`src/rtl/wdt_pkg.sv`:
```
package wdt_pkg;
   typedef enum logic [3:0] {
      A_CTRL = 4'd0,
      A_ARM  = 4'd1,
      A_FIRE = 4'd2,
      A_STAT = 4'd3,
      A_CNTL = 4'd4,
      A_CNTH = 4'd5,
      A_HOLD = 4'd6,
      A_MAXL = 4'd7,
      A_MAXH = 4'd8,
      A_WINL = 4'd9,
      A_WINH = 4'd10
   } wdt_addr_e;

   localparam int ST_BAD_PRE = 0;
   localparam int ST_BAD_CLR = 1;
   localparam int ST_EVT     = 2;
   localparam int ST_WIN     = 3;
endpackage

```
`src/rtl/wdt_counter.sv`:
```
module wdt_counter #(
   parameter int CW = 32
) (
   input  logic          clk,
   input  logic          rst_n,
   input  logic          step,
   input  logic          zero,
   input  logic [CW-1:0] max_cnt,
   input  logic [CW-1:0] win_thr,
   output logic [CW-1:0] cnt,
   output logic          at_max,
   output logic          win_open
);
   assign at_max   = (cnt == max_cnt);
   assign win_open = (cnt >= win_thr);

   always_ff @(posedge clk or negedge rst_n) begin
      if (!rst_n)
         cnt <= '0;
      else if (zero)
         cnt <= '0;
      else if (step && !at_max)
         cnt <= cnt + 1'b1;
   end
endmodule

```
`src/rtl/wdt_keyseq.sv`:
```
module wdt_keyseq #(
   parameter int          KW       = 8,
   parameter int          BAD_DLY  = 2,
   parameter logic [7:0]  KEY_ARM  = 8'h40,
   parameter logic [7:0]  KEY_FIRE = 8'h08
) (
   input  logic          clk,
   input  logic          rst_n,
   input  logic          arm_we,
   input  logic          fire_we,
   input  logic [KW-1:0] wdata,
   input  logic          win_open,
   output logic          fire_ok,
   output logic [KW-1:0] arm_key,
   output logic [KW-1:0] fire_key,
   output logic          bad_pre,
   output logic          bad_clr
);
   logic armed_q;
   logic err_pre, err_clr;
   logic dly_pre, dly_clr;

   always_comb begin
      err_pre = 1'b0;
      err_clr = 1'b0;
      fire_ok = 1'b0;
      if (arm_we) begin
         if (wdata != KW'(KEY_ARM))
            err_pre = 1'b1;
         else if (armed_q)
            err_clr = 1'b1;
      end else if (fire_we) begin
         if (!armed_q)
            err_pre = 1'b1;
         else if ((wdata != KW'(KEY_FIRE)) || !win_open)
            err_clr = 1'b1;
         else
            fire_ok = 1'b1;
      end
   end

   always_ff @(posedge clk or negedge rst_n) begin
      if (!rst_n) begin
         armed_q  <= 1'b0;
         arm_key  <= '0;
         fire_key <= '0;
      end else if (fire_ok) begin
         armed_q  <= 1'b0;
         arm_key  <= '0;
         fire_key <= '0;
      end else if (arm_we) begin
         arm_key  <= wdata;
         armed_q  <= armed_q | (wdata == KW'(KEY_ARM));
      end else if (fire_we) begin
         fire_key <= wdata;
      end
   end

   generate
      if (BAD_DLY == 2) begin : g_dly_short
         logic p_pre, p_clr;
         always_ff @(posedge clk or negedge rst_n) begin
            if (!rst_n) begin
               p_pre <= 1'b0;
               p_clr <= 1'b0;
            end else begin
               p_pre <= err_pre;
               p_clr <= err_clr;
            end
         end
         assign dly_pre = p_pre;
         assign dly_clr = p_clr;
      end else begin : g_dly_long
         logic [BAD_DLY-2:0] s_pre, s_clr;
         always_ff @(posedge clk or negedge rst_n) begin
            if (!rst_n) begin
               s_pre <= '0;
               s_clr <= '0;
            end else begin
               s_pre <= {s_pre[BAD_DLY-3:0], err_pre};
               s_clr <= {s_clr[BAD_DLY-3:0], err_clr};
            end
         end
         assign dly_pre = s_pre[BAD_DLY-2];
         assign dly_clr = s_clr[BAD_DLY-2];
      end
   endgenerate

   always_ff @(posedge clk or negedge rst_n) begin
      if (!rst_n) begin
         bad_pre <= 1'b0;
         bad_clr <= 1'b0;
      end else begin
         bad_pre <= bad_pre | dly_pre;
         bad_clr <= bad_clr | dly_clr;
      end
   end
endmodule

```
`src/rtl/wdt_regif.sv`:
```
module wdt_regif
   import wdt_pkg::*;
#(
   parameter int DW = 16,
   parameter int CW = 32,
   parameter int KW = 8,
   parameter int AW = 4
) (
   input  logic          clk,
   input  logic          rst_n,
   input  logic          we,
   input  logic          re,
   input  logic [AW-1:0] addr,
   input  logic [DW-1:0] wdata,
   input  logic          force_on,
   input  logic [CW-1:0] cnt,
   input  logic [CW-1:0] max_cnt,
   input  logic [CW-1:0] win_thr,
   input  logic [KW-1:0] arm_key,
   input  logic [KW-1:0] fire_key,
   input  logic [3:0]    status,
   output logic [DW-1:0] rdata,
   output logic          enabled,
   output logic          arm_we,
   output logic          fire_we
);
   localparam int HW = CW - DW;

   logic          sw_on_q;
   logic [HW-1:0] hold_q;
   logic          cnt_rd;

   assign enabled = force_on | sw_on_q;
   assign arm_we  = we && enabled && (addr == AW'(A_ARM));
   assign fire_we = we && enabled && (addr == AW'(A_FIRE));
   assign cnt_rd  = re && ((addr == AW'(A_CNTL)) || (addr == AW'(A_CNTH)));

   always_ff @(posedge clk or negedge rst_n) begin
      if (!rst_n)
         sw_on_q <= 1'b0;
      else if (we && (addr == AW'(A_CTRL)) && wdata[0])
         sw_on_q <= 1'b1;
   end

   always_ff @(posedge clk or negedge rst_n) begin
      if (!rst_n)
         hold_q <= '0;
      else if (cnt_rd)
         hold_q <= cnt[CW-1:DW];
   end

   always_comb begin
      rdata = '0;
      case (addr)
         AW'(A_CTRL): rdata[0]       = enabled;
         AW'(A_ARM):  rdata[KW-1:0]  = arm_key;
         AW'(A_FIRE): rdata[KW-1:0]  = fire_key;
         AW'(A_STAT): rdata[3:0]     = status;
         AW'(A_CNTL): rdata          = cnt[DW-1:0];
         AW'(A_CNTH): rdata[HW-1:0]  = cnt[CW-1:DW];
         AW'(A_HOLD): rdata[HW-1:0]  = hold_q;
         AW'(A_MAXL): rdata          = max_cnt[DW-1:0];
         AW'(A_MAXH): rdata[HW-1:0]  = max_cnt[CW-1:DW];
         AW'(A_WINL): rdata          = win_thr[DW-1:0];
         AW'(A_WINH): rdata[HW-1:0]  = win_thr[CW-1:DW];
         default:     rdata          = '0;
      endcase
   end
endmodule

```
`src/rtl/keyed_window_wdt.sv`:
```
module keyed_window_wdt
   import wdt_pkg::*;
#(
   parameter int         CW       = 32,
   parameter int         DW       = 16,
   parameter int         KW       = 8,
   parameter int         AW       = 4,
   parameter int         BAD_DLY  = 2,
   parameter logic [7:0] KEY_ARM  = 8'h40,
   parameter logic [7:0] KEY_FIRE = 8'h08
) (
   input  logic          clk,
   input  logic          rst_n,
   input  logic          fetch_stb,
   input  logic          cfg_force_on,
   input  logic [CW-1:0] cfg_max_cnt,
   input  logic [CW-1:0] cfg_win_thr,
   input  logic          reg_we,
   input  logic          reg_re,
   input  logic [AW-1:0] reg_addr,
   input  logic [DW-1:0] reg_wdata,
   output logic [DW-1:0] reg_rdata,
   output logic          evt_o,
   output logic          bad_pre_o,
   output logic          bad_clr_o,
   output logic          win_open_o
);
   generate
      if (CW != 2 * DW) begin : g_bad_cw
         $error("counter width must be twice the data width");
      end
      if (KW > DW || KW > 8) begin : g_bad_kw
         $error("key width must fit in the data word and in 8 bits");
      end
      if (BAD_DLY < 2) begin : g_bad_dly
         $error("fault latency must be at least two edges");
      end
      if (AW < 4) begin : g_bad_aw
         $error("address width must cover eleven registers");
      end
   endgenerate

   logic          enabled;
   logic          arm_we, fire_we;
   logic          fire_ok;
   logic          clr_pulse;
   logic          at_max;
   logic [CW-1:0] cnt_q;
   logic [KW-1:0] arm_key, fire_key;
   logic          evt_q;
   logic [3:0]    status;

   assign clr_pulse = fire_ok && !evt_q;

   wdt_counter #(.CW(CW)) u_cnt (
      .clk      (clk),
      .rst_n    (rst_n),
      .step     (enabled && fetch_stb && !evt_q),
      .zero     (clr_pulse),
      .max_cnt  (cfg_max_cnt),
      .win_thr  (cfg_win_thr),
      .cnt      (cnt_q),
      .at_max   (at_max),
      .win_open (win_open_o)
   );

   wdt_keyseq #(
      .KW(KW), .BAD_DLY(BAD_DLY), .KEY_ARM(KEY_ARM), .KEY_FIRE(KEY_FIRE)
   ) u_keys (
      .clk      (clk),
      .rst_n    (rst_n),
      .arm_we   (arm_we),
      .fire_we  (fire_we),
      .wdata    (reg_wdata[KW-1:0]),
      .win_open (win_open_o),
      .fire_ok  (fire_ok),
      .arm_key  (arm_key),
      .fire_key (fire_key),
      .bad_pre  (bad_pre_o),
      .bad_clr  (bad_clr_o)
   );

   always_ff @(posedge clk or negedge rst_n) begin
      if (!rst_n)
         evt_q <= 1'b0;
      else
         evt_q <= evt_q | bad_pre_o | bad_clr_o | (enabled && at_max);
   end
   assign evt_o = evt_q;

   always_comb begin
      status             = '0;
      status[ST_BAD_PRE] = bad_pre_o;
      status[ST_BAD_CLR] = bad_clr_o;
      status[ST_EVT]     = evt_q;
      status[ST_WIN]     = win_open_o;
   end

   wdt_regif #(.DW(DW), .CW(CW), .KW(KW), .AW(AW)) u_regs (
      .clk      (clk),
      .rst_n    (rst_n),
      .we       (reg_we),
      .re       (reg_re),
      .addr     (reg_addr),
      .wdata    (reg_wdata),
      .force_on (cfg_force_on),
      .cnt      (cnt_q),
      .max_cnt  (cfg_max_cnt),
      .win_thr  (cfg_win_thr),
      .arm_key  (arm_key),
      .fire_key (fire_key),
      .status   (status),
      .rdata    (reg_rdata),
      .enabled  (enabled),
      .arm_we   (arm_we),
      .fire_we  (fire_we)
   );
endmodule

```
`config.mk`:
```
export PLATFORM = sky130hd
export DESIGN_NAME = keyed_window_wdt
export DESIGN_NICKNAME = d
export VERILOG_FILES = /design/src/rtl/wdt_pkg.sv /design/src/rtl/wdt_counter.sv /design/src/rtl/wdt_keyseq.sv /design/src/rtl/wdt_regif.sv /design/src/rtl/keyed_window_wdt.sv
export SDC_FILE = /design/constraint.sdc
export NUM_CORES = 1
export LEC_CHECK = 0
export CAP_MARGIN = 20
export CELL_PAD_IN_SITES_DETAIL_PLACEMENT = 1
export CELL_PAD_IN_SITES_GLOBAL_PLACEMENT = 1
export CORE_UTILIZATION = 33
export DETAILED_ROUTE_END_ITERATION = 10
export HOLD_SLACK_MARGIN = 0.05
export PLACE_DENSITY_LB_ADDON = 0.1
export SYNTH_ARGS = -nofsm -noshare
export SYNTH_HDL_FRONTEND = slang
export SYNTH_HIERARCHICAL = 1
export SYNTH_SLANG_ARGS = --single-unit
export TNS_END_PERCENT = 5
```
`constraint.sdc`:
```
create_clock -name clk -period 3.75 [get_ports clk]
set_input_delay 0.375 -clock clk [delete_from_list [all_inputs] [get_ports clk]]
set_output_delay 0.375 -clock clk [all_outputs]
set_load 0.01 [all_outputs]
```
After elaboration in Yosys (flattened, before gate mapping)
Cells that the tools add are included.
- magnitude comparators: 1
- add/subtract/negate cells: 1
- muxes and demuxes: 27
- equality and inequality tests: 15
- bitwise logic cells: 7
- reductions and logical operators: 21
- operator list (operator ; number):
    32-bit two-way mux ; 2
    8-bit case mux with 7 select lines ; 1
    8-bit two-way mux ; 5
    4-bit case mux with 9 select lines ; 1
    32-bit by 1-bit adder with 32-bit output, second input constant ; 1
    32-bit == test ; 1
    32-bit greater-or-equal comparator ; 1
    3-bit case mux with 10 select lines ; 1
    4-bit by 3-bit == test with 1-bit output, second input constant ; 4
    1-bit two-way mux ; 16
    4-bit == test, second input constant ; 3
    1-bit logical AND ; 11
    1-bit case mux with 11 select lines ; 1
    4-bit by 2-bit == test with 1-bit output, second input constant ; 2
    8-bit by 7-bit == test with 1-bit output, second input constant ; 1
    8-bit by 4-bit inequality test with 1-bit output, second input constant ; 1
    8-bit by 7-bit inequality test with 1-bit output, second input constant ; 1
    1-bit OR ; 7
    2-bit nonzero test ; 3
    4-bit by 1-bit == test with 1-bit output, second input constant ; 1
    4-bit zero test ; 1
    1-bit zero test ; 3
    1-bit logical OR ; 2
    2-bit by 1-bit inequality test with 1-bit output, second input constant ; 1
    2-bit AND reduction ; 1
- flip-flop bits (word level): 71
- word-level logic and storage cells: 83
- output and inout bits: 20
- input bits: 90

Depth between registers and ports, before layout
Gate-level depths: netlist of run 1.
- depth in word-level cells: 9
- gate-level depth with buffers: 14
- gate-level depth less buffers: 13

Modules after synthesis
The synthesis of run 1 kept the hierarchy.
- modules (own cells, without submodules) (module ; instances ; area an instance (sq um) ; cells an instance ; sequential area each (sq um)):
    wdt_counter ; 1 ; 2965.3 ; 341 ; 800.8
    wdt_regif ; 1 ; 1732.9 ; 165 ; 425.4
    wdt_keyseq ; 1 ; 859.6 ; 66 ; 525.5
    keyed_window_wdt ; 1 ; 52.6 ; 4 ; 25.0

Least setup slack after synthesis of run 1
No wires, ideal clock.
- path type: register to register
- start: register u_cnt.cnt[23]
- end: register u_cnt.cnt[0]
- setup slack: 0.475 ns
- data arrival time: 3.143 ns
- buffers on the path: 2
- data required time: 3.618 ns
- setup time: 0.132 ns
- stages on the path, launching flop included: 13
- period minus slack after synthesis: 3.275 ns
- path through: dfrtp_1 > ha_1 > nand4_1 > nor3_1 > a211oi_1 > a211o_1 > nand3_1 > nand3b_1 > nor4_4 > nor2b_1 > clkbuf_1 > clkbuf_1 > nor2_1
- word-level cells in the longest chain between the ends: 9
- elaborated cells on any way between the ends: 13
- classes of those cells: order compare: 1; eq/ne: 1; mux: 5; reduce/logical: 6
- ends and longest elaborated chain (item ; RTL line ; RTL):
    from (decl) ; wdt_counter.sv:10 ; output logic [CW-1:0] cnt,
    from (signal assigned) ; wdt_counter.sv:23 ; cnt <= cnt + 1'b1;
    32-bit greater-or-equal comparator * ; wdt_counter.sv:15 ; assign win_open = (cnt >= win_thr);
    via win_open_o ; keyed_window_wdt.sv:26 ; output logic win_open_o
    1-bit zero test * ; wdt_keyseq.sv:35 ; else if ((wdata != KW'(KEY_FIRE)) || !win_open)
    1-bit logical OR * ; wdt_keyseq.sv:35 ;
    1-bit two-way mux * ; wdt_keyseq.sv:35 ;
    1-bit two-way mux * ; wdt_keyseq.sv:33 ; if (!armed_q)
    1-bit two-way mux * ; wdt_keyseq.sv:32 ; end else if (fire_we) begin
    1-bit two-way mux * ; wdt_keyseq.sv:27 ; if (arm_we) begin
    via fire_ok ; keyed_window_wdt.sv:45 ; logic fire_ok;
    1-bit logical AND * ; keyed_window_wdt.sv:53 ; assign clr_pulse = fire_ok && !evt_q;
    via clr_pulse ; keyed_window_wdt.sv:46 ; logic clr_pulse;
    32-bit two-way mux or 2-bit nonzero test (tied branches) ; -- ;
Mark *: on every way through the listed nets, which the timed path passes. The rest lies on a longest branch.
A chain may end at the register's enable or synchronous reset.

Final worst setup path of run 1
- start: input cfg_win_thr[18]
- end: register u_cnt.cnt[28]
- word-level cells in the longest chain between the ends: 9
- elaborated cells on any way between the ends: 10
- classes of those cells: order compare: 1; mux: 5; reduce/logical: 4
- ends and longest elaborated chain (item ; RTL line ; RTL):
    from (decl) ; keyed_window_wdt.sv:17 ; input logic [CW-1:0] cfg_win_thr,
    32-bit greater-or-equal comparator * ; wdt_counter.sv:15 ;
    1-bit zero test * ; wdt_keyseq.sv:35 ;
    1-bit logical OR * ; wdt_keyseq.sv:35 ;
    1-bit two-way mux * ; wdt_keyseq.sv:35 ;
    1-bit two-way mux * ; wdt_keyseq.sv:33 ;
    1-bit two-way mux * ; wdt_keyseq.sv:32 ;
    1-bit two-way mux * ; wdt_keyseq.sv:27 ;
    via fire_ok ; keyed_window_wdt.sv:45 ;
    1-bit logical AND * ; keyed_window_wdt.sv:53 ;
    via clr_pulse ; keyed_window_wdt.sv:46 ;
    32-bit two-way mux or 2-bit nonzero test (tied branches) ; -- ;
Marks and branches as above.

==> results of run 1 <==
-- cell usage in the layout, fill, tap and decap left out, types with 14 or more instances in the layout --
cell type	count
nand3_1	19
xor2_1	38
mux2_2	15
ha_1	33
dfrtp_1	71
a21oi_1	28
clkdlybuf4s50_1	99
nand4_1	14
nor4_1	14
inv_1	37
nor2_1	34
a22oi_1	23
o21ai_0	15
nand2_1	19
buf_4	60
-- power by group through the flow --
stage	sequential [mW]	clock (mW)	combinational, mW
6_report	0.895	1.06	0.575
5_1_grt	0.902	1.10	0.626
4_1_cts	0.894	1.08	0.576
3_5_place_dp	0.908	0	0.570
3_3_place_gp	0.904	0	0.560
2_1_floorplan	0.901	0	0.252
-- worst reg2reg max path, cell delays in order, from the launching register on --
cell,delay (ns)
dfrtp_1,0.43
ha_1,0.33
nand4_1,0.20
nor3_2,0.27
a211oi_1,0.12
a211o_1,0.32
nand3_2,0.11
buf_4,0.11
buf_4,0.11
nand3b_1,0.13
nor4_4,0.25
nor2b_2,0.23
buf_12,0.19
nor2_1,0.08
mux2_2,0.27
-- metal layers --
layer | global-route usage | part of all wire | vias to the layer above
met5 | 0 | 0 | -
met4 | 0.110 | 0.035 | 0
met3 | 0.0427 | 0.051 | 47
met2 | 0.483 | 0.50 | 207
met1 | 0.332 | 0.41 | 2725
li1 | - | - | 2453
-- repair_timing --
action	in CTS	in global routing
resized for setup	1	2
buffers inserted	1	0
pin swaps	2	0
setup endpoints to repair	1	1
-- through the flow --
step / instance area [um^2] / TNS, ns / instances / total power, mW / utilization
floorplan: 5610 / 0 / 576 / 1.15 / -
global placement: 7140 / 0 / 924 / 1.46 / 0.431
detailed placement: 7140 / -0.499 / 924 / 1.48 / 0.431
CTS: 7510 / 0 / 941 / 2.55 / 0.453
global route: 7520 / 0 / 941 / 2.63 / 0.453
finish: 7520 / 0 / 941 / 2.53 / 0.453
-- flip-flops by register name, summed over array words and instances (netlist names), 8 cells and up --
| name | flops |
|---|---|
| u_regs/hold_q | 16 |
| u_cnt/cnt | 32 |
| u_keys/arm_key | 8 |
| u_keys/fire_key | 8 |
-- final cells by class --
type / count / area [um^2] / share of cell area
Clock inverter: 5 / 104 / 0.0138
Tap cell: 220 / 275 / 0.0366
Clock buffer: 11 / 253 / 0.0336
Inverter: 37 / 139 / 0.0185
Timing Repair Buffer: 161 / 1470 / 0.196
Sequential cell: 71 / 1780 / 0.236
Multi-Input combinational cell: 436 / 3500 / 0.465
-- how the worst max path moves through the flow --
stage,cells past startpoint,slack [ns],endpoint
CTS,12,0.003,reg_rdata[3]
global route,16,0.1,u_cnt/cnt[28]
floorplan,12,0.48,u_cnt/cnt[0]
detailed placement,15,-0.06,u_cnt/cnt[23]
finish,16,0.30,u_cnt/cnt[28]
global placement,12,0.05,reg_rdata[3]
-- kinds of logic after synthesis --
kind of cell / count (synthesis)
fa+ha+maj: 33
simple gates: 183
compound gates: 133
flops: 71
mux: 47
buf+inv: 69
xor+xnor: 40
==> results.py, run 1 <==
metrics = {
    "critical_path": {
        "cp_common_cell": "buf_4",
        "max_stage_delay_ns": 0.54,
        "cp_max_fo": 29,
        "worstPathArrival_ns": 3.67,
        "reg2reg_depth": 14,
        "r2r_slack_ns": 0.49,
        "required_ns": 3.98,
        "rr_endpoint": "u_cnt/cnt[28]",
        "crit_path_start": "cfg_win_thr[18]",
        "path_cells": "clkdlybuf4s50_1 -> inv_1 -> ha_1 -> nand4_1 -> nor3_2 -> a211oi_1 -> a211o_1 -> nand3_2 -> buf_4 -> buf_4 -> nand3b_1 -> nor4_4 -> nor2b_2 -> buf_12 -> nor2_1 -> mux2_2",
        "regToRegStartpoint": "u_cnt/cnt[17]",
        "crit_type": "input pin to register",
        "critPathBufInv": 5,
        "startpoint_type": "input pin",
        "cp_top_family": "simple AND/OR/NAND/NOR gates",
        "cp_slowest_cell": "clkdlybuf4s50_1",
        "end_kind": "register",
    },
    "clock_network": {
        "root_buffer": "clkbuf_16",
        "cts_buffers": 9,
        "htree_levels": 3,
        "tritoncts": "yes",
        "clock-sinks": 71,
        "clk_pin_slew_ns": 0.06,
        "clock_path_buffers": 2,
        "hold_buffers": 0,
        "clock_latency_ns": 0.35,
    },
    "sta": {
        "setup_viol": 0,
        "tightest_slew_ns": 1.02,
        "fin_ws_ns": 0.305,
        "slew_viol_final": 0,
        "relSlewSlack": 0.323,
        "fin_crit_sh": 0.919,
        "timing.fmax_mhz": 290,
        "holdWs_ns": 0.171,
        "rsz0062_at_grt": "no",
        "final_hold_viol_count": 0,
        "fin_worst_skew_ns": 0.00708,
        "fin_crit_ns": 3.45,
    },
    "pwr": {
        "p_int_mw": 1.80,
        "seq_power_share": 0.354,
        "power_frac_comb": 0.227,
        "netSwitchingPower_mw": 0.726,
        "switching_share": 0.287,
        "p_leak_nw": 3.47,
        "clockPowerShare": 0.418,
        "powerDensity_mw_per_mm2": 336,
        "ir_drop_uv": 236,
    },
    "grt": {
        "antenna_found_initial": 0,
        "grt_pass1_vias": 5899,
        "grt_pass1_wl_um": 35800,
        "grt_max_degree": 72,
        "grt.total_usage": 0.274,
        "globalRouteOverflowTotal": 0,
    },
    "detailed_routing": {
        "totalWireLength_um": 23100,
        "vias": 5432,
        "dr.pass1.iters": 5,
        "viasPerCell": 5.77,
        "avgRoutedWirePerCell_um": 24.6,
        "drtIter0Drc": 334,
        "ant_nets": 0,
        "drc": 0,
    },
    "outcome": {
        "status": "finished clean",
    },
    "die": {
        "core_mm2": 0.0166,
        "initial_utilization": 0.338,
        "num_io_pins": 110,
        "die_area_mm2": 0.0175,
        "dieWidth_um": 132,
        "row_count": 47,
        "die_h_um": 132,
    },
    "synthesis": {
        "synth_xor_area_frac": 0.0624,
        "synth_common_cells": "dfrtp_1 (71), xor2_1 (38), inv_1 (37), nor2_1 (34), ha_1 (33)",
        "synthAdderAreaFrac": 0.0736,
        "synthMuxAreaShare": 0.101,
        "synth_cells": 576,
        "yosys.area.top_type_share": 0.317,
        "synth.cell_area_mm2": 0.00561,
        "yosys.area.top_type": "dfrtp_1",
        "synth_most_common_cell": "dfrtp_1",
        "ys_seq_elements": 71,
        "synth_area_per_cell_um2": 9.74,
        "synth-compound-area-share": 0.177,
        "ys.warnings.count": 6,
        "async_reset_ff_frac": 1.00,
        "synth.area.top_cells": "dfrtp_1 (32%), ha_1 (7.4%), xor2_1 (5.9%)",
        "synth_top_family_by_area": "simple AND/OR/NAND/NOR gates",
        "synthFlopType": "dfrtp_1",
        "synth_nets": 699,
        "synth_cell_type_count": 73,
        "synth-simple-area-share": 0.208,
        "yosysSeqAreaShare": 0.317,
        "synth_edf_count": 0,
    },
    "place": {
        "pre_cts_ws_ns": -0.0620,
        "portBuffers": 101,
        "dp_hpwl_um": 18100,
        "place.gp.congestion": 0.856,
    },
    "layout": {
        "area_growth_pct": 34.0,
        "nFillCells": 1877,
        "num_antenna_cells": 0,
        "final_nets": 839,
        "drive_gt1_frac": 0.184,
    },
    "min_path": {
        "hold_path_class": "input pin to async pin",
    },
    "job": {
        "cap_violations": 0,
    },
}
Power figures use the tool's default switching activity.
==> run 2, diff against run 1 <==
--- a/config.mk
+++ b/config.mk
@@ -5,7 +5,6 @@
 export SDC_FILE = /design/constraint.sdc
 export NUM_CORES = 1
 export LEC_CHECK = 0
-export CAP_MARGIN = 20
 export CELL_PAD_IN_SITES_DETAIL_PLACEMENT = 1
 export CELL_PAD_IN_SITES_GLOBAL_PLACEMENT = 1
 export CORE_UTILIZATION = 33
==> results of run 2 <==
No change in the layout: final DEF, timing and power equal those of run 1.
==> run 3, diff against run 2 <==
==> constraint.sdc (replaced) <==
create_clock -name clk -period 4.44 [get_ports clk]
set_input_delay 0.444 -clock clk [delete_from_list [all_inputs] [get_ports clk]]
set_output_delay 0.444 -clock clk [all_outputs]
set_load 0.01 [all_outputs]
==> results.py, run 3 (synthesis gave the netlist of run 1 again) <==
metrics = {
    "pwr": {
        "p_leak_nw": 3.30,
        "clockPowerShare": 0.404,
        "switching_share": 0.302,
        "seq_power_share": 0.373,
        "powerDensity_mw_per_mm2": 280,
        "ir_drop_uv": 188,
        "netSwitchingPower_mw": 0.617,
        "power_frac_comb": 0.223,
        "p_int_mw": 1.43,
    },
    "place": {
        "placed_cell_area_mm2": 0.00696,
        "place.gp.congestion": 0.919,
        "dp_cells": 900,
        "dp_hpwl_um": 16600,
        "portBuffers": 101,
    },
    "detailed_routing": {
        "avgRoutedWirePerCell_um": 23.4,
        "totalWireLength_um": 21400,
        "drtIter0Drc": 364,
        "vias": 5259,
        "dr.pass1.iters": 7,
        "drc": 0,
        "viasPerCell": 5.74,
        "ant_nets": 0,
    },
    "grt": {
        "grt_pass1_vias": 5582,
        "grt_max_degree": 72,
        "grt.total_usage": 0.253,
        "antenna_found_initial": 0,
        "grt_pass1_wl_um": 33400,
        "globalRouteOverflowTotal": 0,
    },
    "sta": {
        "fin_crit_ns": 4.02,
        "relSlewSlack": 0.179,
        "rsz0062_at_grt": "no",
        "slew_viol_final": 0,
        "holdWs_ns": 0.229,
        "fin_tns_setup_ns": 0,
        "setup_viol": 0,
        "timing.fmax_mhz": 249,
        "fin_worst_skew_ns": 0.0101,
        "tightest_slew_ns": 1.23,
        "final_hold_viol_count": 0,
        "fin_crit_sh": 0.906,
    },
    "clock_network": {
        "clock-sinks": 71,
        "root_buffer": "clkbuf_16",
        "htree_levels": 3,
        "clock_path_buffers": 2,
        "cts_buffers": 9,
        "hold_buffers": 0,
        "clock_latency_ns": 0.35,
        "postCtsSetupBuffers": 0,
        "cts_resized": 0,
        "tritoncts": "yes",
        "clk_pin_slew_ns": 0.06,
    },
    "layout": {
        "final_nets": 814,
        "stdcell_area_mm2": 0.00729,
        "reg_top3": "u_cnt/cnt (32), u_regs/hold_q (16)",
        "final_common_cell": "clkdlybuf4s50_1",
        "area_growth_pct": 30.0,
        "largest_register_ffs": 32,
        "final_cell_mix": "clkdlybuf4s50_1 (100), dfrtp_1 (71), xor2_1 (38), inv_1 (37), buf_4 (35)",
        "largest-register": "u_cnt/cnt",
        "drive_gt1_frac": 0.152,
        "num_antenna_cells": 0,
        "final_cells": 916,
    },
    "critical_path": {
        "path_cells": "clkdlybuf4s50_1 -> ha_1 -> nand2b_1 -> a21o_1 -> a211oi_1 -> o21ai_0 -> o2111ai_1 -> nand3_1 -> o2bb2ai_1 -> a222oi_1 -> o211ai_1 -> clkdlybuf4s50_1",
        "rr_endpoint": "u_cnt/cnt[28]",
        "cp_slowest_cell": "clkdlybuf4s50_1",
        "reg2reg_depth": 12,
        "max_stage_delay_ns": 0.52,
        "cp_max_fo": 3,
        "end_kind": "output port",
        "critPathBufInv": 2,
        "worstPathArrival_ns": 3.58,
        "r2r_slack_ns": 1.04,
        "crit_type": "input pin to output port",
        "cp_top_family": "compound AO/OA/AOI/OAI gates",
        "required_ns": 4.00,
        "cp_common_cell": "clkdlybuf4s50_1",
        "startpoint_type": "input pin",
        "regToRegStartpoint": "u_cnt/cnt[23]",
        "crit_cells": 12,
    },
    "die": {
        "row_count": 47,
        "die_area_mm2": 0.0175,
        "dieWidth_um": 132,
        "num_io_pins": 110,
        "core_mm2": 0.0166,
        "initial_utilization": 0.338,
        "die_h_um": 132,
    },
    "job": {
        "cap_violations": 0,
    },
    "outcome": {
        "status": "finished clean",
    },
    "min_path": {
        "hold_path_class": "input pin to async pin",
    },
}
## run 3: cell count changes in the layout (fill, tap and decap cells not counted), sizes merged, moves of 2 or more
cell,change
inv,+2
clkbuf,-2
clkinvlp,+2
buf,-25
## run 3: worst max path at each step
stage / start / slack [ns] / endpoint
after floorplan: cfg_win_thr[23] / 1.16 / u_cnt/cnt[0]
after global placement: cfg_win_thr[0] / 0.54 / reg_rdata[3]
after detailed placement: cfg_win_thr[0] / 0.51 / reg_rdata[3]
after CTS: cfg_win_thr[0] / 0.47 / reg_rdata[3]
after global routing: cfg_win_thr[0] / 0.39 / reg_rdata[3]
final: cfg_win_thr[0] / 0.42 / reg_rdata[3]
## run 3: cell type report
cell class / instances / area, um^2
multi-input combinational: 436 / 3490
tap: 220 / 275
timing repair buffer: 136 / 1280
clock inverter: 7 / 104
inverter: 37 / 139
clock buffer: 9 / 225
sequential: 71 / 1780
fill: 1910 / 9290
## run 3: metal layers
layer  vias to the layer above  GRT usage  routed length [um]
met5                         -          0                   0
met4                         0      0.111                 736
met3                        35     0.0442                1190
met2                       205      0.417               10100
met1                      2610      0.324                9460
li1                       2409          -                   -
## run 3: stage by stage
stage | setup slack [ns] | util | power [mW]
6_report | 0.418 | 0.440 | 2.04
5_1_grt | 0.387 | 0.440 | 2.13
4_1_cts | 0.472 | 0.440 | 2.07
3_5_place_dp | 0.506 | 0.420 | 1.23
3_3_place_gp | 0.543 | 0.420 | 1.21
2_1_floorplan | 1.16 | - | 0.974
## run 3: power by group through the flow
stage,registers [mW],logic (mW),clock network [mW]
final,0.762,0.457,0.826
after global routing,0.767,0.493,0.872
after CTS,0.761,0.458,0.847
after detailed placement,0.773,0.453,0
after global placement,0.768,0.444,0
after floorplan,0.761,0.213,0
